--- src/rtl/dacser_pkg.sv ---
package dacser_pkg;

    typedef enum logic [1:0] {
        MODE_LOAD_HOLD = 2'b00,
        MODE_LOAD_SHOW = 2'b01,
        MODE_LOAD_BOTH = 2'b10,
        MODE_SLEEP     = 2'b11
    } mode_e;

    localparam logic [1:0] TERM_OPEN   = 2'b00;
    localparam logic [1:0] TERM_LOW_R  = 2'b01;
    localparam logic [1:0] TERM_HIGH_R = 2'b10;

    localparam int HDR_BITS = 4;

endpackage

--- src/rtl/dacser_insync.sv ---
module dacser_insync #(
    parameter int STAGES = 2
) (
    input  logic clk,
    input  logic rst_n,
    input  logic sclk,
    input  logic sync_n,
    input  logic din,
    output logic sclk_fall,
    output logic frame_open,
    output logic bit_s
);
    typedef struct packed {
        logic [STAGES-1:0] sclk_sh;
        logic [STAGES-1:0] sync_sh;
        logic [STAGES-1:0] din_sh;
        logic              sclk_prev;
    } st_t;

    st_t st_d, st_q;

    always_comb begin
        st_d           = st_q;
        st_d.sclk_sh   = {st_q.sclk_sh[STAGES-2:0], sclk};
        st_d.sync_sh   = {st_q.sync_sh[STAGES-2:0], sync_n};
        st_d.din_sh    = {st_q.din_sh[STAGES-2:0], din};
        st_d.sclk_prev = st_q.sclk_sh[STAGES-1];
    end

    always_ff @(posedge clk or negedge rst_n) begin
        if (!rst_n) begin
            st_q.sclk_sh   <= '0;
            st_q.sync_sh   <= '1;
            st_q.din_sh    <= '0;
            st_q.sclk_prev <= 1'b0;
        end else begin
            st_q <= st_d;
        end
    end

    assign sclk_fall  = st_q.sclk_prev & ~st_q.sclk_sh[STAGES-1];
    assign frame_open = ~st_q.sync_sh[STAGES-1];
    assign bit_s      = st_q.din_sh[STAGES-1];

    // each synchronized falling edge is a single-cycle event
    a_r2_fall_single: assert property (@(posedge clk) disable iff (!rst_n)
        sclk_fall |=> !sclk_fall);

endmodule

--- src/rtl/dacser_shifter.sv ---
module dacser_shifter #(
    parameter int FRAME_BITS = 16,
    parameter int KEEP_BITS  = 12
) (
    input  logic                 clk,
    input  logic                 rst_n,
    input  logic                 sclk_fall,
    input  logic                 frame_open,
    input  logic                 bit_s,
    output logic                 word_vld,
    output logic [KEEP_BITS-1:0] word
);
    localparam int CNT_W = $clog2(FRAME_BITS + 1);
    localparam logic [CNT_W-1:0] CNT_FULL = CNT_W'(FRAME_BITS);
    localparam logic [CNT_W-1:0] CNT_LAST = CNT_W'(FRAME_BITS - 1);

    typedef struct packed {
        logic [FRAME_BITS-1:0] shreg;
        logic [CNT_W-1:0]      cnt;
        logic                  vld;
    } st_t;

    st_t st_d, st_q;

    always_comb begin
        st_d     = st_q;
        st_d.vld = 1'b0;
        if (!frame_open) begin
            st_d.cnt = '0;
        end else if (sclk_fall && (st_q.cnt != CNT_FULL)) begin
            st_d.shreg = {st_q.shreg[FRAME_BITS-2:0], bit_s};
            st_d.cnt   = st_q.cnt + 1'b1;
            st_d.vld   = (st_q.cnt == CNT_LAST);
        end
    end

    always_ff @(posedge clk or negedge rst_n) begin
        if (!rst_n) begin
            st_q <= '0;
        end else begin
            st_q <= st_d;
        end
    end

    assign word_vld = st_q.vld;
    assign word     = st_q.shreg[FRAME_BITS-1 -: KEEP_BITS];

    // a closed frame always restarts the bit count
    a_r9_closed_clears: assert property (@(posedge clk) disable iff (!rst_n)
        !frame_open |=> (st_q.cnt == '0));

    // a word is only released once all frame bits have arrived
    a_r2_vld_when_full: assert property (@(posedge clk) disable iff (!rst_n)
        word_vld |-> (st_q.cnt == CNT_FULL));

    // one word per frame and no shifting once full
    a_r10_single_word: assert property (@(posedge clk) disable iff (!rst_n)
        word_vld |=> !word_vld);
    a_r10_frozen_full: assert property (@(posedge clk) disable iff (!rst_n)
        (frame_open && st_q.cnt == CNT_FULL) |=> $stable(st_q.shreg));

endmodule

--- src/rtl/dacser_exec.sv ---
module dacser_exec
    import dacser_pkg::*;
#(
    parameter int CODE_W = 8,
    parameter int KEEP_W = CODE_W + HDR_BITS
) (
    input  logic              clk,
    input  logic              rst_n,
    input  logic              word_vld,
    input  logic [KEEP_W-1:0] word,
    output logic [CODE_W-1:0] code_a,
    output logic [CODE_W-1:0] code_b,
    output logic              sleep,
    output logic [1:0]        term
);
    localparam int NCH = 2;

    typedef struct packed {
        logic [NCH-1:0][CODE_W-1:0] hold;
        logic [NCH-1:0][CODE_W-1:0] outc;
        logic                       sleep;
        logic [1:0]                 term;
    } st_t;

    st_t st_d, st_q;

    logic              lead;
    logic              addr;
    mode_e             mode;
    logic [CODE_W-1:0] data;

    assign lead = word[KEEP_W-1];
    assign addr = word[KEEP_W-2];
    assign mode = mode_e'(word[KEEP_W-3 -: 2]);
    assign data = word[CODE_W-1:0];

    always_comb begin
        st_d = st_q;
        if (word_vld) begin
            if (mode == MODE_SLEEP) begin
                st_d.sleep = 1'b1;
                case ({lead, addr})
                    2'b01:   st_d.term = TERM_LOW_R;
                    2'b10:   st_d.term = TERM_HIGH_R;
                    default: st_d.term = TERM_OPEN;
                endcase
            end else if (!lead) begin
                st_d.sleep = 1'b0;
                st_d.term  = TERM_OPEN;
                for (int ch = 0; ch < NCH; ch++) begin
                    if ((mode == MODE_LOAD_BOTH) || (int'(addr) == ch)) begin
                        st_d.hold[ch] = data;
                    end
                end
                if (mode != MODE_LOAD_HOLD) begin
                    st_d.outc = st_d.hold;
                end
            end
        end
    end

    always_ff @(posedge clk or negedge rst_n) begin
        if (!rst_n) begin
            st_q <= '0;
        end else begin
            st_q <= st_d;
        end
    end

    assign code_a = st_q.outc[0];
    assign code_b = st_q.outc[1];
    assign sleep  = st_q.sleep;
    assign term   = st_q.term;

    // a hold-only load never moves the active codes
    a_r3_hold_only: assert property (@(posedge clk) disable iff (!rst_n)
        (word_vld && !lead && mode == MODE_LOAD_HOLD) |=> $stable(st_q.outc));

    // power-down keeps both register sets and raises the flag
    a_r7_sleep_keeps: assert property (@(posedge clk) disable iff (!rst_n)
        (word_vld && mode == MODE_SLEEP) |=> ($stable(st_q.hold) && $stable(st_q.outc) && st_q.sleep));

    // a write word with a leading one leaves all state as it was
    a_r11_lead_ignored: assert property (@(posedge clk) disable iff (!rst_n)
        (word_vld && lead && mode != MODE_SLEEP) |=> $stable(st_q));

    // the termination code is open whenever the outputs are awake
    a_r8_awake_open: assert property (@(posedge clk) disable iff (!rst_n)
        !st_q.sleep |-> (st_q.term == TERM_OPEN));

endmodule

--- src/rtl/dacser_core.sv ---
module dacser_core
    import dacser_pkg::*;
#(
    parameter int SYNC_STAGES = 2,
    parameter int FRAME_BITS  = 16,
    parameter int CODE_W      = 8
) (
    input  logic              clk,
    input  logic              rst_n,
    input  logic              sclk,
    input  logic              sync_n,
    input  logic              din,
    output logic [CODE_W-1:0] code_a,
    output logic [CODE_W-1:0] code_b,
    output logic              pwr_down,
    output logic [1:0]        term_sel
);
    localparam int KEEP_W = CODE_W + HDR_BITS;

    logic              sclk_fall;
    logic              frame_open;
    logic              bit_s;
    logic              word_vld;
    logic [KEEP_W-1:0] word;

    dacser_insync #(.STAGES(SYNC_STAGES)) u_insync (
        .clk        (clk),
        .rst_n      (rst_n),
        .sclk       (sclk),
        .sync_n     (sync_n),
        .din        (din),
        .sclk_fall  (sclk_fall),
        .frame_open (frame_open),
        .bit_s      (bit_s)
    );

    dacser_shifter #(.FRAME_BITS(FRAME_BITS), .KEEP_BITS(KEEP_W)) u_shifter (
        .clk        (clk),
        .rst_n      (rst_n),
        .sclk_fall  (sclk_fall),
        .frame_open (frame_open),
        .bit_s      (bit_s),
        .word_vld   (word_vld),
        .word       (word)
    );

    dacser_exec #(.CODE_W(CODE_W), .KEEP_W(KEEP_W)) u_exec (
        .clk      (clk),
        .rst_n    (rst_n),
        .word_vld (word_vld),
        .word     (word),
        .code_a   (code_a),
        .code_b   (code_b),
        .sleep    (pwr_down),
        .term     (term_sel)
    );

endmodule

--- config.mk ---
export PLATFORM = sky130hd
export DESIGN_NAME = dacser_core
export DESIGN_NICKNAME = d
export VERILOG_FILES = /design/src/rtl/dacser_pkg.sv /design/src/rtl/dacser_insync.sv /design/src/rtl/dacser_shifter.sv /design/src/rtl/dacser_exec.sv /design/src/rtl/dacser_core.sv
export SDC_FILE = /design/constraint.sdc
export NUM_CORES = 1
export LEC_CHECK = 0
export ABC_AREA = 0
export BUFFER_PORTS_ARGS = -buffer_cell sky130_fd_sc_hd__buf_2
export CORE_ASPECT_RATIO = 1.25
export CORE_MARGIN = 1.5
export CORE_UTILIZATION = 40
export CTS_BUF_LIST = sky130_fd_sc_hd__clkbuf_8
export DETAILED_ROUTE_END_ITERATION = 8
export PLACE_DENSITY_LB_ADDON = 0.3
export SYNTH_ARGS = -nofsm -noshare
export SYNTH_HDL_FRONTEND = slang
export SYNTH_SLANG_ARGS = --single-unit
--- constraint.sdc ---
create_clock -name clk -period 2.2 [get_ports clk]
set_input_delay 0.11 -clock clk [delete_from_list [all_inputs] [get_ports clk]]
set_output_delay 0.11 -clock clk [all_outputs]
set_load 0.03 [all_outputs]
* Word-level counts from Yosys, hierarchy flattened
Cells that the tools add are included.
** Word-level totals
- Output and inout bits :: 19
- Bits of input ports :: 5
- Register bits :: 64
** Cells by class
- $add $sub $neg :: 1
- Muxes and demuxes :: 8
- Reduce and logical (&&, ||, !) cells :: 9
- Eq/ne operators :: 7
- Bitwise logic cells :: 6
** Operators by type and width (count)
- two-way mux 8 bit :: 2
- equality test 2 bit, second input constant :: 3
- two-way mux 3 bit :: 2
- two-way mux 6 bit :: 1
- adder 5 x 1 -> 5 bit, second input constant :: 1
- equality test 5 x 4 -> 1 bit, second input constant :: 1
- two-way mux 5 bit :: 1
- != test 5 bit, second input constant :: 1
- NOT 1 bit :: 5
- one-hot mux 2 bit (2 select lines) :: 1
- AND reduction 2 bit :: 2
- AND reduction 4 bit :: 1
- nonzero test 2 bit :: 2
- AND reduction 3 bit :: 1
- equality test 2 x 1 -> 1 bit, second input constant :: 1
- logical OR 1 bit :: 2
- != test 2 x 1 -> 1 bit, second input constant :: 1
- AND 1 bit :: 1
- logical AND 1 bit :: 1
- two-way mux 1 bit :: 1

* Longest topological paths before layout
Gate-level depths: netlist (run 1).
- Word-level depth :: 5
- Mapped depth :: 6

* By module
A second synthesis (run 1) with hierarchy kept.
** Second synthesis, totals
- Cells, all modules :: 251
- Area, all modules :: 3056.7 µm²
** Modules (own cells, without submodules)
- dacser_exec :: instances 1, area each 1780.5 µm², cells an instance 163
- dacser_shifter :: instances 1, area each 1081.0 µm², cells an instance 79
- dacser_insync :: instances 1, area each 195.2 µm², cells an instance 9

* Least setup slack after synthesis (run 1)
OpenSTA, ideal clock, no wires.
- Path kind :: flip-flop to flip-flop
- Start :: register u_shifter.st_q[1] (netlist name)
- End :: register u_shifter.st_q, in the netlist u_shifter.word[10]
- Arrival :: 1600 ps
- Path buffers :: 1
- Library setup time :: 125 ps
- Setup slack :: 475 ps
- Stages on the path, launching flop included :: 7
- Cell sequence :: dfrtp_1 > inv_1 > ha_1 > and4bb_4 > nor3_4 > buf_6 > mux2_2
** Between the ends
- Longest elaborated chain between the ends :: 3
** RTL lines
- start, declared :: line dacser_shifter.sv:23 : st_t st_d, st_q;
- start signal, assigned :: line dacser_shifter.sv:41 : st_q <= st_d;
- != test 5 bit :: line dacser_shifter.sv:30 : end else if (sclk_fall && (st_q.cnt != CNT_FULL)) begin
- logical AND 1 bit :: line dacser_shifter.sv:30
- AND reduction 2 bit (no source line)
No other way between the ends.
A chain may end at the register's enable or synchronous reset.

* Worst setup path in the final report (run 1)
- Start :: register u_shifter.st_q, in the netlist u_shifter.word[11]
- End :: register u_exec.st_q, in the netlist u_exec.code_a[1]
** Between the ends
- Longest elaborated chain between the ends :: 2
** RTL lines
- NOT 1 bit (no source line)
- AND reduction 4 bit (no source line)
- end signal, assigned :: line dacser_exec.sv:66 : st_q <= st_d;
- end, declared :: line dacser_exec.sv:25 : st_t st_d, st_q;
No other way between the ends.

==> metrics.yaml, run 1 <==
post_cts_resized: 0
fin_crit_ns: 1.74
drt-pass1-iter-count: 4
finalWeightedCongestion: 0.828
swShare_pct: 23.8
crit_fanout: 18
yosys.area_share.adder_pct: 1.31
ios: 24
dp_hpwl_mm: 3.41
synthDistinctLibCells: 35
p_comb_share_pct: 5.7
fin_cells: 347
required_ns: 2.39
clock_power_share_pct: 40.0
drc: 0
cts-root-buf: "clkbuf_8"
layout_commonest_cell: "dfrtp_1"
via_per_inst: 5.15
nNetsFinal: 260
drv_slew: 0
hold_viol_final: 0
core-area_um2: 6930
grt_max_degree: 27
io_buffers: 23
pwr-share-seq_pct: 54.3
synth_xor_area_share_pct: 0.569
p_int_w: 0.00188
r2r_cells: 4
cts_max_path_buffers: 2
num_antenna_cells: 0
gr-total-overflow: 0
track_usage_pct: 15.1
floorplan.initialDensity_pct: 41.2
setup_violations: 0
netlist_instances: 240
antenna_found_initial: 0
cp_slowest_cell: "and2_1"
synthSimpleGateAreaFrac_pct: 7.74
syn-num-nets: 248
async_flop_share_pct: 100
seq_area_frac_synth_pct: 56.1
post_drt_wl_per_cell_um: 14.2
synth_warnings: 0
max_stage_delay_ns: 0.48
period_share_pct: 79.0
rsz0062_at_grt: "false"
vias: 1786
ir_drop_mv: 0.357
ys.flop_type: "dfrtp_1"
grt_pass1_vias: 1832
drv_cap: 0
ys_ff_latch: 64
h-tree-depth: 3
path_cells: "nor2b_1, buf_4, and2_1, a31oi_1"
dieArea_um2: 7670
synth_top_family_by_area: "multiplexers"
cp.arrival_ns: 1.93
max-slew-margin-rel_pct: 59.9
syn_to_final_growth_pct: 10.5
drive_gt1_share_pct: 32.7
outcome: "complete, no violations"
rows: 34
drt_iter0_drc: 68
ant_nets: 0
die_h_um: 97.5
cts_tree: "built"
final_cell_mix: "62 x dfrtp_1, 33 x mux2_2, 23 x buf_2"
grt_pass1_wl_mm: 9.00
hp-class: "in2async"
clock.fmax_ghz: 0.576
clock_skew_ns: 0.00802
critPathLaunchType: "flip-flop"
die_x_um: 78.6
leakage_nw: 1.49
synth_edf_count: 0
avgSynthCellArea_um2: 11.9
finalSetupTns_ns: 0
clk-insertion-delay-late_ns: 0.34
endpoint_kind: "flip-flop"
p_sw_w: 0.000586
clk_pin_slew_ns: 0.07
worstMarginPinSlew_ns: 0.602
synth_mux_area_share_pct: 13.0
synth-compound-area-share_pct: 12.7
path_class: "reg2reg"
cts_inserted_buffers: 9
power_density_nw_per_um2: 780
wirelength_mm: 4.93
dpl.cell_count: 327
hold_ws_ns: 0.320
syn_area_um2: 2860
cts_sinks: 64
-- metrics by stage --
step | cell area (um^2) | setup slack (ns) | util, % | power, W
after floorplan | 2860 | 0.475 | - | 0.00142
after global placement | 2920 | 0.490 | 42.1 | 0.00149
after global routing | 3160 | 0.236 | 45.6 | 0.00259
after CTS | 3160 | 0.436 | 45.6 | 0.00250
final | 3160 | 0.463 | 45.6 | 0.00246
after detailed placement | 2920 | 0.452 | 42.1 | 0.00150
-- registers in the layout (all words and copies together) (netlist names) --
| name | flops |
|---|---|
| u_shifter.st_q | 9 |
| u_exec.st_q | 16 |
| u_exec.code_b | 8 |
| u_exec.term | 2 |
| u_insync.st_q | 2 |
| u_insync.bit_s | 1 |
| u_shifter.word_vld | 1 |
| u_insync.st_d | 4 |
| u_exec.sleep | 1 |
| u_shifter.word | 12 |
| u_exec.code_a | 8 |
-- worst paths after layout --
kind	startpoint	endpoint	slack, ns
worst max-delay path	u_shifter.word[11]$_DFFE_PN0P_	u_exec.code_a[1]$_DFFE_PN0P_	0.46
worst min-delay path	rst_n	u_exec.st_q[31]$_DFFE_PN0P_	0.32
worst max register to register	u_shifter.word[11]$_DFFE_PN0P_	u_exec.code_a[1]$_DFFE_PN0P_	0.46
worst min register to register	u_insync.st_d[2]$_DFF_PN0_	u_insync.bit_s$_DFF_PN0_	0.35
max in group asynchronous	rst_n	u_shifter.word[3]$_DFFE_PN0P_	1.18
min in group clk	u_insync.st_d[2]$_DFF_PN0_	u_insync.bit_s$_DFF_PN0_	0.35
-- cells in the mapped netlist, drive strengths merged, types with 2 or more instances --
cell	count	share of area, %
a21oi	19	3.3
a31oi	16	3.5
and2	2	0.44
buf	25	6.5
clkbuf	8	1.2
dfrtp	62	54
dfstp	2	1.8
ha	3	1.3
inv	6	0.79
mux2	33	13
nand2b	2	0.44
nand3	19	3.3
nor2	2	0.26
nor2b	3	0.66
o21ai	21	3.7
-- final cells by class --
type / count / area (um^2)
timing repair buffer: 34 / 208
tap: 90 / 113
fill: 636 / 3770
sequential: 64 / 1600
clock buffer: 10 / 138
multi-input combinational: 136 / 1010
clock inverter: 6 / 60.1
inverter: 7 / 26.3
-- cell families after synthesis --
family | Yosys count
adder cells (fa/ha/maj) | 3
flip-flops | 64
XOR/XNOR | 1
AND/OR/NAND/NOR | 36
buffers and inverters | 40
multiplexers | 33
AO/OA/AOI/OAI | 63
-- layer usage --
| metal | wire length, um | share of wire [%] | vias up | global-route usage, % |
|---|---|---|---|---|
| met5 | 0 | 0 | - | 0 |
| met4 | 125 | 2.5 | 0 | 7.42 |
| met3 | 209 | 4.2 | 14 | 4.23 |
| met2 | 2420 | 49 | 42 | 24.0 |
| met1 | 2180 | 44 | 862 | 18.6 |
| li1 | - | - | 868 | - |
-- critical path, delay by kind of cell (launching register included) --
kind | cells | cell delay, ns
AND/OR/NAND/NOR | 2 | 0.74
flip-flops | 1 | 0.42
AO/OA/AOI/OAI | 1 | 0.15
buffers and inverters | 1 | 0.27
-- power by group through the flow --
| stage | registers [W] | logic, W | clock network [W] |
|---|---|---|---|
| after detailed placement | 0.00136 | 0.000139 | 0 |
| after floorplan | 0.00132 | 0.0000998 | 0 |
| after global routing | 0.00135 | 0.000165 | 0.00108 |
| final | 0.00134 | 0.000141 | 0.000985 |
| after CTS | 0.00134 | 0.000145 | 0.00102 |
| after global placement | 0.00136 | 0.000134 | 0 |
-- timing repair --
| action | 4_1_cts | 5_1_grt |
|---|---|---|
| buffers inserted | 0 | 0 |
| hold buffers | 4 | 0 |
| endpoints found under the hold margin | 25 | 0 |
No activity file was read; power rests on OpenSTA's default activity.
==> run 2, diff against run 1 <==
- clock period: 2.2 -> 1.65 ns (I/O delays scaled with it)
==> run 2 against run 1 <==
- first-iteration DRC count is 7.4% higher
- critical path depth grew 2
- largest cell class unchanged
- global-route usage fell by 0.48 points
- design area up 2.3%
- register-to-register slack worse by 0.42 ns
- critical path type unchanged
- wire length grew 0.99%
- cell count grew 1.4%
- worst hold slack worse by 0.079 ns
- utilization rose by 1.0 points
==> metrics.yaml, run 2 (synthesized netlist as in run 1, its figures left out) <==
outcome: "complete, no violations"
required_ns: 1.86
utilization_pct: 46.6
wirelength_mm: 4.98
ant_nets: 0
clock.fmax_ghz: 0.622
worst-path-buf-inv: 2
path_class: "reg2reg"
top_register: "u_exec.st_q"
finalSetupTns_ns: 0
die_h_um: 97.5
post-cts-setup-buffers: 0
crit_family: "flip-flops"
crit_fanout: 17
grt_pass1_wl_mm: 8.62
cts_inserted_buffers: 9
syn_to_final_growth_pct: 13.0
dp_hpwl_mm: 3.46
p_int_w: 0.00235
layout_commonest_cell: "dfrtp_1"
final_cell_mix: "61 x dfrtp_1, 33 x mux2_2, 23 x buf_2"
final_area_um2: 3230
setup_violations: 0
antenna_found_initial: 0
swShare_pct: 24.6
cp_slowest_cell: "dfrtp_1"
post_drt_wl_per_cell_um: 14.2
h-tree-depth: 3
drv_slew: 0
ios: 24
drc: 0
clock_skew_ns: 0.0133
p_comb_share_pct: 6.5
hold_viol_final: 0
floorplan.initialDensity_pct: 41.2
drv_cap: 0
p_sw_w: 0.000766
num_antenna_cells: 0
pwr-share-seq_pct: 57.2
io_buffers: 23
path_cells: "inv_1, ha_2, and4bb_4, nor3_4, buf_12, mux2_2"
dieArea_um2: 7670
clk_pin_slew_ns: 0.07
cts_tree: "built"
nNetsFinal: 265
cp.arrival_ns: 1.82
drt_iter0_drc: 73
cts-root-buf: "clkbuf_8"
clock_power_share_pct: 36.4
max_stage_delay_ns: 0.38
fin_crit_ns: 1.61
hold_ws_ns: 0.241
worstMarginPinSlew_ns: 0.510
rsz0062_at_grt: "true"
die_x_um: 78.6
gr-total-overflow: 0
rows: 34
grt_pass1_vias: 1831
drt-pass1-iter-count: 4
endpoint_kind: "flip-flop"
cts_sinks: 64
hp-class: "in2async"
ir_drop_mv: 0.539
cts_max_path_buffers: 2
drive_gt1_share_pct: 34.4
power_density_nw_per_um2: 965
via_per_inst: 5.16
critPathLaunchType: "flip-flop"
track_usage_pct: 14.6
finalWeightedCongestion: 0.770
largest_reg_flops: 16
core-area_um2: 6930
leakage_nw: 1.52
clk-insertion-delay-late_ns: 0.34
placed_area_um2: 3010
grt_max_degree: 27
max-slew-margin-rel_pct: 66.0
period_share_pct: 97.4
vias: 1818
-- run 2: worst register-to-register path, stage by stage, from the launching register on --
cell,delay [ns]
dfrtp_1,0.38
inv_1,0.06
ha_2,0.17
and4bb_4,0.22
nor3_4,0.15
buf_12,0.17
mux2_2,0.34
-- run 2: per-layer routing --
| layer | vias to the layer above | track usage [%] | routed length (um) |
|---|---|---|---|
| met5 | - | 0 | 0 |
| met4 | 0 | 9.07 | 131 |
| met3 | 13 | 3.47 | 156 |
| met2 | 30 | 23.3 | 2410 |
| met1 | 890 | 17.5 | 2290 |
| li1 | 885 | - | - |
-- run 2: repair_timing --
item,in CTS,in global routing
hold endpoints to repair,20,0
hold buffers,4,0
gates resized for setup,1,1
endpoints found under the setup margin,16,46
-- run 2: metrics by stage --
stage                     cells  setup WS (ns)  total power (W)
final                       352         0.0433          0.00312
after CTS                   352         0.0292          0.00318
after detailed placement    332        -0.0781          0.00202
after global placement      332        -0.0554          0.00201
after global routing        352        -0.0345          0.00327
after floorplan             240        -0.0509          0.00189
-- run 2: area by class of cell --
type / count / area, um^2
inverters: 7 / 26.3
clock buffers: 10 / 138
fillers: 622 / 3700
clock inverters: 6 / 30.0
multi-input cells: 136 / 1020
repair buffers: 39 / 295
well taps: 90 / 113
flip-flops and latches: 64 / 1610
-- run 2: worst paths after layout --
kind                                                from                       endpoint  slack [ns]  cells past startpoint
setup / recovery           u_shifter.st_q[2]$_DFFE_PN0P_  u_shifter.word[4]$_DFFE_PN0P_        0.04                      6
hold / removal                                     rst_n   u_exec.code_b[5]$_DFFE_PN0P_        0.24                      2
setup reg to reg           u_shifter.st_q[2]$_DFFE_PN0P_  u_shifter.word[4]$_DFFE_PN0P_        0.04                      6
hold reg to reg               u_insync.st_d[2]$_DFF_PN0_       u_insync.bit_s$_DFF_PN0_        0.35                      0
max in group asynchronous                          rst_n  u_shifter.word[4]$_DFFE_PN0P_        0.88                      3
min in group clk              u_insync.st_d[2]$_DFF_PN0_       u_insync.bit_s$_DFF_PN0_        0.35                      0
-- run 2: power groups by stage --
stage	combinational (W)	sequential (W)	clock, W
2_1_floorplan	0.000133	0.00176	0
3_3_place_gp	0.000195	0.00181	0
3_5_place_dp	0.000201	0.00181	0
4_1_cts	0.000208	0.00178	0.00118
5_1_grt	0.000236	0.00180	0.00124
6_report	0.000202	0.00178	0.00113
==> run 3, diff against run 2 <==
- PLACE_DENSITY: unset -> 0.58
- PLACE_DENSITY_LB_ADDON: 0.3 -> unset
==> run 3 against run 2 <==
- clock-buffer cell count unchanged
- worst hold slack lost 0.042 ns
- largest power group unchanged
- via count up 1.5%
- register-to-register slack about the same
- global-route usage fell by 0.14 points
- design area increased by 0.66%
- sequential share of layout area down 0.36 points
- highest routed layer unchanged
- cell count unchanged
- die area stayed put
- wire length is 2.2% higher
- non-clock buffer count unchanged
- setup slack better by 0.014 ns
==> metrics.yaml, run 3 (synthesized netlist as in run 1, its figures left out) <==
period_share_pct: 96.5
core-area_um2: 6930
ant_nets: 0
track_usage_pct: 14.5
max_stage_delay_ns: 0.37
rows: 34
cp_slowest_cell: "dfrtp_1"
cts_tree: "built"
endpoint_kind: "flip-flop"
nNetsFinal: 265
worstMarginPinSlew_ns: 0.459
grt_max_degree: 51
cts_max_path_buffers: 2
final_area_um2: 3250
drc: 0
cts_inserted_buffers: 9
clock_skew_ns: 0.00798
ios: 24
final_cell_mix: "62 x dfrtp_1, 33 x mux2_2, 23 x buf_2"
worst_slack_ns: 0.0575
post-place-ws_ns: 0.0409
clock.fmax_ghz: 0.628
die_x_um: 78.6
via_per_inst: 5.24
finalPower_w: 0.00343
drt_iter0_drc: 64
syn_to_final_growth_pct: 13.7
top_register: "u_exec.st_q"
post_drt_wl_per_cell_um: 14.5
hold_viol_final: 0
hp-class: "in2async"
setup_violations: 0
wirelength_mm: 5.09
cts_sinks: 64
dieArea_um2: 7670
critPathLaunchType: "flip-flop"
dpl.cell_count: 331
antenna_found_initial: 0
finalWeightedCongestion: 0.837
cts-root-buf: "clkbuf_8"
floorplan.initialDensity_pct: 41.2
cp.arrival_ns: 1.81
n_fill_cell: 658
max-slew-margin-rel_pct: 69.3
grt_pass1_vias: 1790
clk-insertion-delay-late_ns: 0.33
outcome: "complete, no violations"
vias: 1845
path_class: "reg2reg"
clk_pin_slew_ns: 0.06
h-tree-depth: 3
drive_gt1_share_pct: 34.0
num_antenna_cells: 0
grt_pass1_wl_mm: 8.56
crit_fanout: 17
leakage_nw: 1.54
drv_slew: 0
largest_reg_flops: 16
fin_cells: 352
fin_crit_ns: 1.59
dp_hpwl_mm: 3.41
path_cells: "inv_2, ha_2, and4bb_4, nor3_4, buf_12, mux2_2"
io_buffers: 23
rsz0062_at_grt: "false"
drt-pass1-iter-count: 4
ir_drop_mv: 0.457
gr-total-overflow: 0
drv_cap: 0
layout_commonest_cell: "dfrtp_1"
placed_area_um2: 2990
die_h_um: 97.5
power_density_nw_per_um2: 1050
required_ns: 1.86
run 3: metal layers:
layer  global-route usage (%)  share of wire [%]  up-vias
met5                        0                  0        -
met4                     7.42                1.7        0
met3                     5.07                4.2       10
met2                     22.7                 50       37
met1                     17.3                 44      918
li1                         -                  -      880
run 3: cell type report:
class / count / area, um^2 / area share [%]
Clock buffer: 10 / 138 / 4.23
Clock inverter: 6 / 76.3 / 2.35
Inverter: 7 / 26.3 / 0.808
Multi-Input combinational cell: 136 / 1010 / 31.2
Sequential cell: 64 / 1600 / 49.3
Tap cell: 90 / 113 / 3.46
Timing Repair Buffer: 39 / 283 / 8.69
run 3: per-stage QoR:
| stage | setup TNS (ns) | util [%] | hold slack [ns] |
|---|---|---|---|
| 6_report | 0 | 46.9 | 0.200 |
| 5_1_grt | 0 | 46.9 | 0.198 |
| 4_1_cts | 0 | 46.8 | 0.195 |
| 3_5_place_dp | 0 | 43.1 | 0.0264 |
| 3_3_place_gp | 0 | 43.1 | 0.0274 |
| 2_1_floorplan | -0.459 | - | -0.213 |
run 3: critical path: cells and delay by family, from the launching register on:
| kind | cells | cell delay (ns) |
|---|---|---|
| and+or+nand+nor | 2 | 0.37 |
| buffers and inverters | 2 | 0.22 |
| adders and majority gates | 1 | 0.18 |
| DFF | 1 | 0.37 |
| muxes | 1 | 0.34 |
run 3: repair_timing:
item | 4_1_cts | 5_1_grt
buffers inserted | 0 | 1
endpoints found under the hold margin | 17 | 0
gates resized for setup | 0 | 1
hold buffers | 4 | 0
endpoints found under the setup margin | 0 | 16
run 3: worst paths after layout:
check	start	end	slack [ns]	cells after the start
setup reg to reg	u_shifter.st_q[1]$_DFFE_PN0P_	u_shifter.word[7]$_DFFE_PN0P_	0.06	6
setup / recovery	u_shifter.st_q[1]$_DFFE_PN0P_	u_shifter.word[7]$_DFFE_PN0P_	0.06	6
hold / removal	rst_n	u_shifter.st_q[1]$_DFFE_PN0P_	0.20	2
max in group asynchronous	rst_n	u_exec.st_q[33]$_DFFE_PN0P_	0.88	3
min in group clk	u_insync.st_d[6]$_DFF_PN0_	u_insync.st_d[0]$_DFF_PN0_	0.35	0
hold reg to reg	u_insync.st_d[6]$_DFF_PN0_	u_insync.st_d[0]$_DFF_PN0_	0.35	0
run 3: power by group:
part           internal, W  switching [W]  leakage (nW)
clock network     0.000873       0.000564         0.120
registers          0.00167       0.000118         0.864
logic             0.000113      0.0000858         0.558
